$ cat src/rtl/drv_imp_pkg.sv
package drv_imp_pkg;
   typedef enum logic [1:0] {
      STEP_NONE = 2'b00,
      STEP_UP   = 2'b01,
      STEP_DOWN = 2'b10
   } step_dir_t;
endpackage

$ cat src/rtl/drv_imp_eval_timer.sv
module drv_imp_eval_timer #(
   parameter int PERIOD = 32
) (
   input  logic clk,
   input  logic rst_n,
   output logic tick
);
   localparam int CW = (PERIOD > 1) ? $clog2(PERIOD) : 1;
   localparam logic [CW-1:0] LAST = CW'(PERIOD - 1);

   logic [CW-1:0] cnt_q;

   always_ff @(posedge clk or negedge rst_n) begin
      if (!rst_n)            cnt_q <= '0;
      else if (cnt_q == LAST) cnt_q <= '0;
      else                   cnt_q <= cnt_q + 1'b1;
   end

   assign tick = (cnt_q == LAST);
endmodule

$ cat src/rtl/drv_imp_warmup.sv
module drv_imp_warmup #(
   parameter int WARMUP = 1024
) (
   input  logic clk,
   input  logic rst_n,
   input  logic count_en,
   output logic done
);
   localparam int WW = $clog2(WARMUP + 1);
   localparam logic [WW-1:0] GOAL = WW'(WARMUP);

   logic [WW-1:0] cnt_q;

   always_ff @(posedge clk or negedge rst_n) begin
      if (!rst_n)                         cnt_q <= '0;
      else if (count_en && cnt_q != GOAL) cnt_q <= cnt_q + 1'b1;
   end

   assign done = (cnt_q == GOAL);
endmodule

$ cat src/rtl/drv_imp_step_unit.sv
module drv_imp_step_unit
   import drv_imp_pkg::*;
#(
   parameter int CODE_W         = 6,
   parameter int RESET_CODE     = 32,
   parameter bit MIN_IMP_IS_MAX = 1'b1
) (
   input  logic              clk,
   input  logic              rst_n,
   input  logic              tick,
   input  logic              hiz,
   input  logic              strap,
   input  logic [CODE_W-1:0] target,
   output logic [CODE_W-1:0] code
);
   localparam logic [CODE_W-1:0] CODE_TOP = '1;
   localparam logic [CODE_W-1:0] CODE_BOT = '0;
   localparam logic [CODE_W-1:0] CODE_RST = CODE_W'(RESET_CODE);

   logic [CODE_W-1:0] min_imp_code;

   generate
      if (MIN_IMP_IS_MAX) begin : g_min_top
         assign min_imp_code = CODE_TOP;
      end else begin : g_min_bot
         assign min_imp_code = CODE_BOT;
      end
   endgenerate

   step_dir_t         pend_q, new_dir, eff_dir;
   logic [CODE_W-1:0] code_q, code_next;

   always_comb begin
      if (target > code_q)      new_dir = STEP_UP;
      else if (target < code_q) new_dir = STEP_DOWN;
      else                      new_dir = STEP_NONE;
      eff_dir = tick ? new_dir : pend_q;
      code_next = code_q;
      if (eff_dir == STEP_UP && code_q != CODE_TOP)        code_next = code_q + 1'b1;
      else if (eff_dir == STEP_DOWN && code_q != CODE_BOT) code_next = code_q - 1'b1;
   end

   always_ff @(posedge clk or negedge rst_n) begin
      if (!rst_n) begin
         code_q <= CODE_RST;
         pend_q <= STEP_NONE;
      end else if (strap) begin
         code_q <= min_imp_code;
         pend_q <= STEP_NONE;
      end else if (hiz && eff_dir != STEP_NONE) begin
         code_q <= code_next;
         pend_q <= STEP_NONE;
      end else if (tick) begin
         pend_q <= new_dir;
      end
   end

   assign code = code_q;
endmodule

$ cat src/rtl/drv_imp_stepper.sv
module drv_imp_stepper #(
   parameter int CODE_W         = 6,
   parameter int EVAL_PERIOD    = 32,
   parameter int WARMUP_CYCLES  = 1024,
   parameter int RESET_CODE     = 32,
   parameter bit MIN_IMP_IS_MAX = 1'b1
) (
   input  logic              clk,
   input  logic              rst_n,
   input  logic [CODE_W-1:0] target_code,
   input  logic              strap_min_imp,
   input  logic              rd_cycle,
   input  logic              wr_cycle,
   input  logic              desel_cycle,
   input  logic              oe_off,
   output logic [CODE_W-1:0] drive_code,
   output logic              calibrated
);
   generate
      if (CODE_W < 2) begin : g_bad_width
         $error("drv_imp_stepper: CODE_W must be at least 2");
      end
      if (EVAL_PERIOD < 2) begin : g_bad_period
         $error("drv_imp_stepper: EVAL_PERIOD must be at least 2");
      end
      if (WARMUP_CYCLES < 1) begin : g_bad_warm
         $error("drv_imp_stepper: WARMUP_CYCLES must be positive");
      end
      if (RESET_CODE < 0 || RESET_CODE >= (1 << CODE_W)) begin : g_bad_rst
         $error("drv_imp_stepper: RESET_CODE out of range");
      end
   endgenerate

   logic tick, warm_done, hiz;

   assign hiz = wr_cycle | desel_cycle | oe_off;

   drv_imp_eval_timer #(.PERIOD(EVAL_PERIOD)) u_timer (
      .clk  (clk),
      .rst_n(rst_n),
      .tick (tick)
   );

   drv_imp_warmup #(.WARMUP(WARMUP_CYCLES)) u_warm (
      .clk     (clk),
      .rst_n   (rst_n),
      .count_en(~rd_cycle),
      .done    (warm_done)
   );

   drv_imp_step_unit #(
      .CODE_W        (CODE_W),
      .RESET_CODE    (RESET_CODE),
      .MIN_IMP_IS_MAX(MIN_IMP_IS_MAX)
   ) u_step (
      .clk   (clk),
      .rst_n (rst_n),
      .tick  (tick),
      .hiz   (hiz),
      .strap (strap_min_imp),
      .target(target_code),
      .code  (drive_code)
   );

   assign calibrated = warm_done && !strap_min_imp && (drive_code == target_code);
endmodule

$ cat config.mk
export PLATFORM = sky130hd
export DESIGN_NAME = drv_imp_stepper
export DESIGN_NICKNAME = d
export VERILOG_FILES = /design/src/rtl/drv_imp_pkg.sv /design/src/rtl/drv_imp_eval_timer.sv /design/src/rtl/drv_imp_warmup.sv /design/src/rtl/drv_imp_step_unit.sv /design/src/rtl/drv_imp_stepper.sv
export SDC_FILE = /design/constraint.sdc
export NUM_CORES = 1
export LEC_CHECK = 0
export BUFFER_PORTS_ARGS = -buffer_cell sky130_fd_sc_hd__buf_2
export CAP_MARGIN = 5
export CORE_AREA = 2 2 61 63
export CTS_BUF_LIST = sky130_fd_sc_hd__clkbuf_4
export DETAILED_ROUTE_END_ITERATION = 6
export DIE_AREA = 0 0 63 65
export PLACE_DENSITY = 0.64
export SETUP_SLACK_MARGIN = 0.2
export SLEW_MARGIN = 20
export SYNTH_ARGS = -nofsm -noshare
export SYNTH_HDL_FRONTEND = slang
export SYNTH_SLANG_ARGS = --single-unit
$ cat constraint.sdc
create_clock -name clk -period 8.2 [get_ports clk]
set_input_delay 1.23 -clock clk [delete_from_list [all_inputs] [get_ports clk]]
set_output_delay 1.23 -clock clk [all_outputs]
set_load 0.01 [all_outputs]
==> out/qor.csv <==
metric;value;unit
groute.layer.met2.usage;0.270;
diodes;0;
wirelength;2760;µm
synth.yosys.seq_area_share;0.407;
fmax;253;MHz
yosysUniqueCellTypes;41;
critPathArrivalTime;4190;ps
max_stage_delay;430;ps
dp_slack;3920;ps
hold_depth;1;
htreeDepth;1;
cts_root_buf;clkbuf_4;
placedCellCount;207;
slew_viol_final;0;
fp-row-count;22;
dr.pass1.iters;4;
synth_edf_count;0;
power_density;170;nW/µm²
initial_utilization;0.423;
vias;1112;
die_x;63;µm
viasPerCell;5.27;
ctsResizeCount;0;
holdBufCountCts;0;
critical_path_required;8440;ps
p_leak;0.734;nW
gp_congestion;0.772;
post-route-min-period;3950;ps
path_cells;buf_2 -> ha_1 -> and4_4 -> a41o_1 -> or2_4 -> or2_2 -> ha_1 -> o21ai_0 -> o21bai_1 -> a21oi_1 -> or4_4 -> nand3_2 -> or3b_1;
drive_gt1_frac;0.202;
fin_nets;192;
grt_pass1_vias;1131;
track_usage;0.150;
ant_nets;0;
grt_setup_unrepaired;no;
status;finished clean;
cts-buffers-inserted;3;
worst_pin_slew;537;ps
grt_busiest_layer;met2;
critPathTopFamily;simple AND/OR/NAND/NOR gates;
postCtsSetupBuffers;0;
grt_pass1_wl;4830;µm
hold_viol;0;
criticalPathCategory;in2reg;
worstHoldStart;u_timer.cnt_q[0]$_DFF_PN0_;
synthesis.nets;170;
syn_avg_cell_area;10.4;µm²
final_util;0.475;
cp.depth;13;
ff2ff_path_depth;13;
area_growth;12.4;%
io_pins;20;
crit_top_cell;ha_1;
fp.dieArea;4100;µm²
setup_tns;0;ps
cts_sinks;24;
finalNonFillerCells;211;
cts_tree;done;
grt_use_met1;0.180;
dr.first_iter.drc_count;18;
yosys-top-cells-area;dfrtp_1 (39%), ha_1 (12%), xnor2_1 (7.1%);
portBuffers;19;
post-route-period-util;0.481;
async_reset_ff_frac;1.00;
endpoint_kind;flop;
slew_headroom;0.642;
start_kind;primary input;
dp_hpwl;2270;µm
worst-r2r-setup-slack;4650;ps
critPathMaxFanout;5;
peakVddDrop;0.000125;V
place_area;1610;µm²
hold_class;reg2reg;
worstHoldEndpoint;u_timer.cnt_q[0]$_DFF_PN0_;
yosys.area.top_type;dfrtp_1;
grt_max_degree;25;
antenna_found_initial;0;
fin_skew;8.55;ps
grt_use_met3;0.0243;
synth_top_cell_area_share;0.390;
crit_slowest_cell;or4_4;
core;3500;µm²
synth_seq_cells;24;
synth_commonest_cells;dfrtp_1 (23), ha_1 (14), xnor2_1 (12), inv_1 (9), nand3_1 (8);
clk_pin_slew;130;ps
fin_area;1660;µm²
yosysMostFrequentCell;dfrtp_1;
syn_area;1480;µm²
wl_per_cell;13.1;µm
drv_cap;0;
reg2reg_to;u_step.code[5]$_DFFE_PN1P_;
clock_latency;310;ps
worst_slack;4250;ps
crit_buf_inv;1;
synthCells;142;
fp.dieH;65;µm
setup_violations;0;
synth_warnings;0;
overflow;0;
post-route-drc-count;0;
synth_flop_cell;dfrtp_1;
clk_path_buf_depth;2;
worst_r2r_startpoint;u_step.code[5]$_DFFE_PN1P_;
[kinds of logic after synthesis]
group / share of synthesized area
buffers and inverters: 0.0389
adders and majority gates: 0.132
DFF: 0.407
and+or+nand+nor: 0.199
xor gates and xnor gates: 0.0889
AOI/OAI and AO/OA: 0.134
[final cells by class]
cell class	instances	area (µm²)
Inverter	9	33.8
Clock inverter	1	30.0
Multi-Input combinational cell	107	818
Timing Repair Buffer	19	95.1
Fill cell	340	1830
Sequential cell	24	602
Tap cell	48	60.1
Clock buffer	3	22.5
[worst max path at each step]
stage                              start                          to  slack, ps
after detailed placement  target_code[3]  u_step.code[5]$_DFFE_PN1P_       3920
after CTS                 target_code[3]  u_step.code[5]$_DFFE_PN1P_       4260
after global placement    target_code[3]  u_step.code[5]$_DFFE_PN1P_       3980
final                     target_code[3]  u_step.code[5]$_DFFE_PN1P_       4250
after floorplan           target_code[3]  u_step.code[5]$_DFFE_PN1P_       4170
after global routing      target_code[3]  u_step.code[5]$_DFFE_PN1P_       4080
[state kept, by name (all words and copies together) (netlist names)]
signal         flops
u_timer.cnt_q      5
u_warm.cnt_q      11
u_step.code        6
u_step.pend_q      2
[routing by layer]
layer  wire length [µm]  vias up
met4                 12        0
li1                   -      557
met1               1250      540
met2               1430       13
met5                  0        -
met3                 74        2
[metrics by stage]
step	power, mW	hold slack (ps)
6_report	0.282	468
5_1_grt	0.301	497
4_1_cts	0.287	471
3_5_place_dp	0.200	450
3_3_place_gp	0.198	439
2_1_floorplan	0.185	425
[worst reg2reg max path, delay by kind of cell (launching register included)]
family	cells	cell delay (ps)
AOI/OAI and AO/OA	4	560
adders and majority gates	2	650
buffers and inverters	1	80
DFF	1	600
and+or+nand+nor	6	1590
[cells in the final DEF, fill, tap and decap left out, drive strengths merged, types with 7 or more instances in the layout]
master,instances
xnor2,12
a21oi,7
nand3,9
nor2,7
buf,19
inv,9
ha,14
nand2,7
dfrtp,23
[report_power, final]
| group | internal, mW | switching [mW] |
|---|---|---|
| sequential | 0.134 | 0.0174 |
| clock | 0.0494 | 0.0355 |
| combinational | 0.0220 | 0.0230 |
Note: power is estimated with default switching activity, not from simulation.
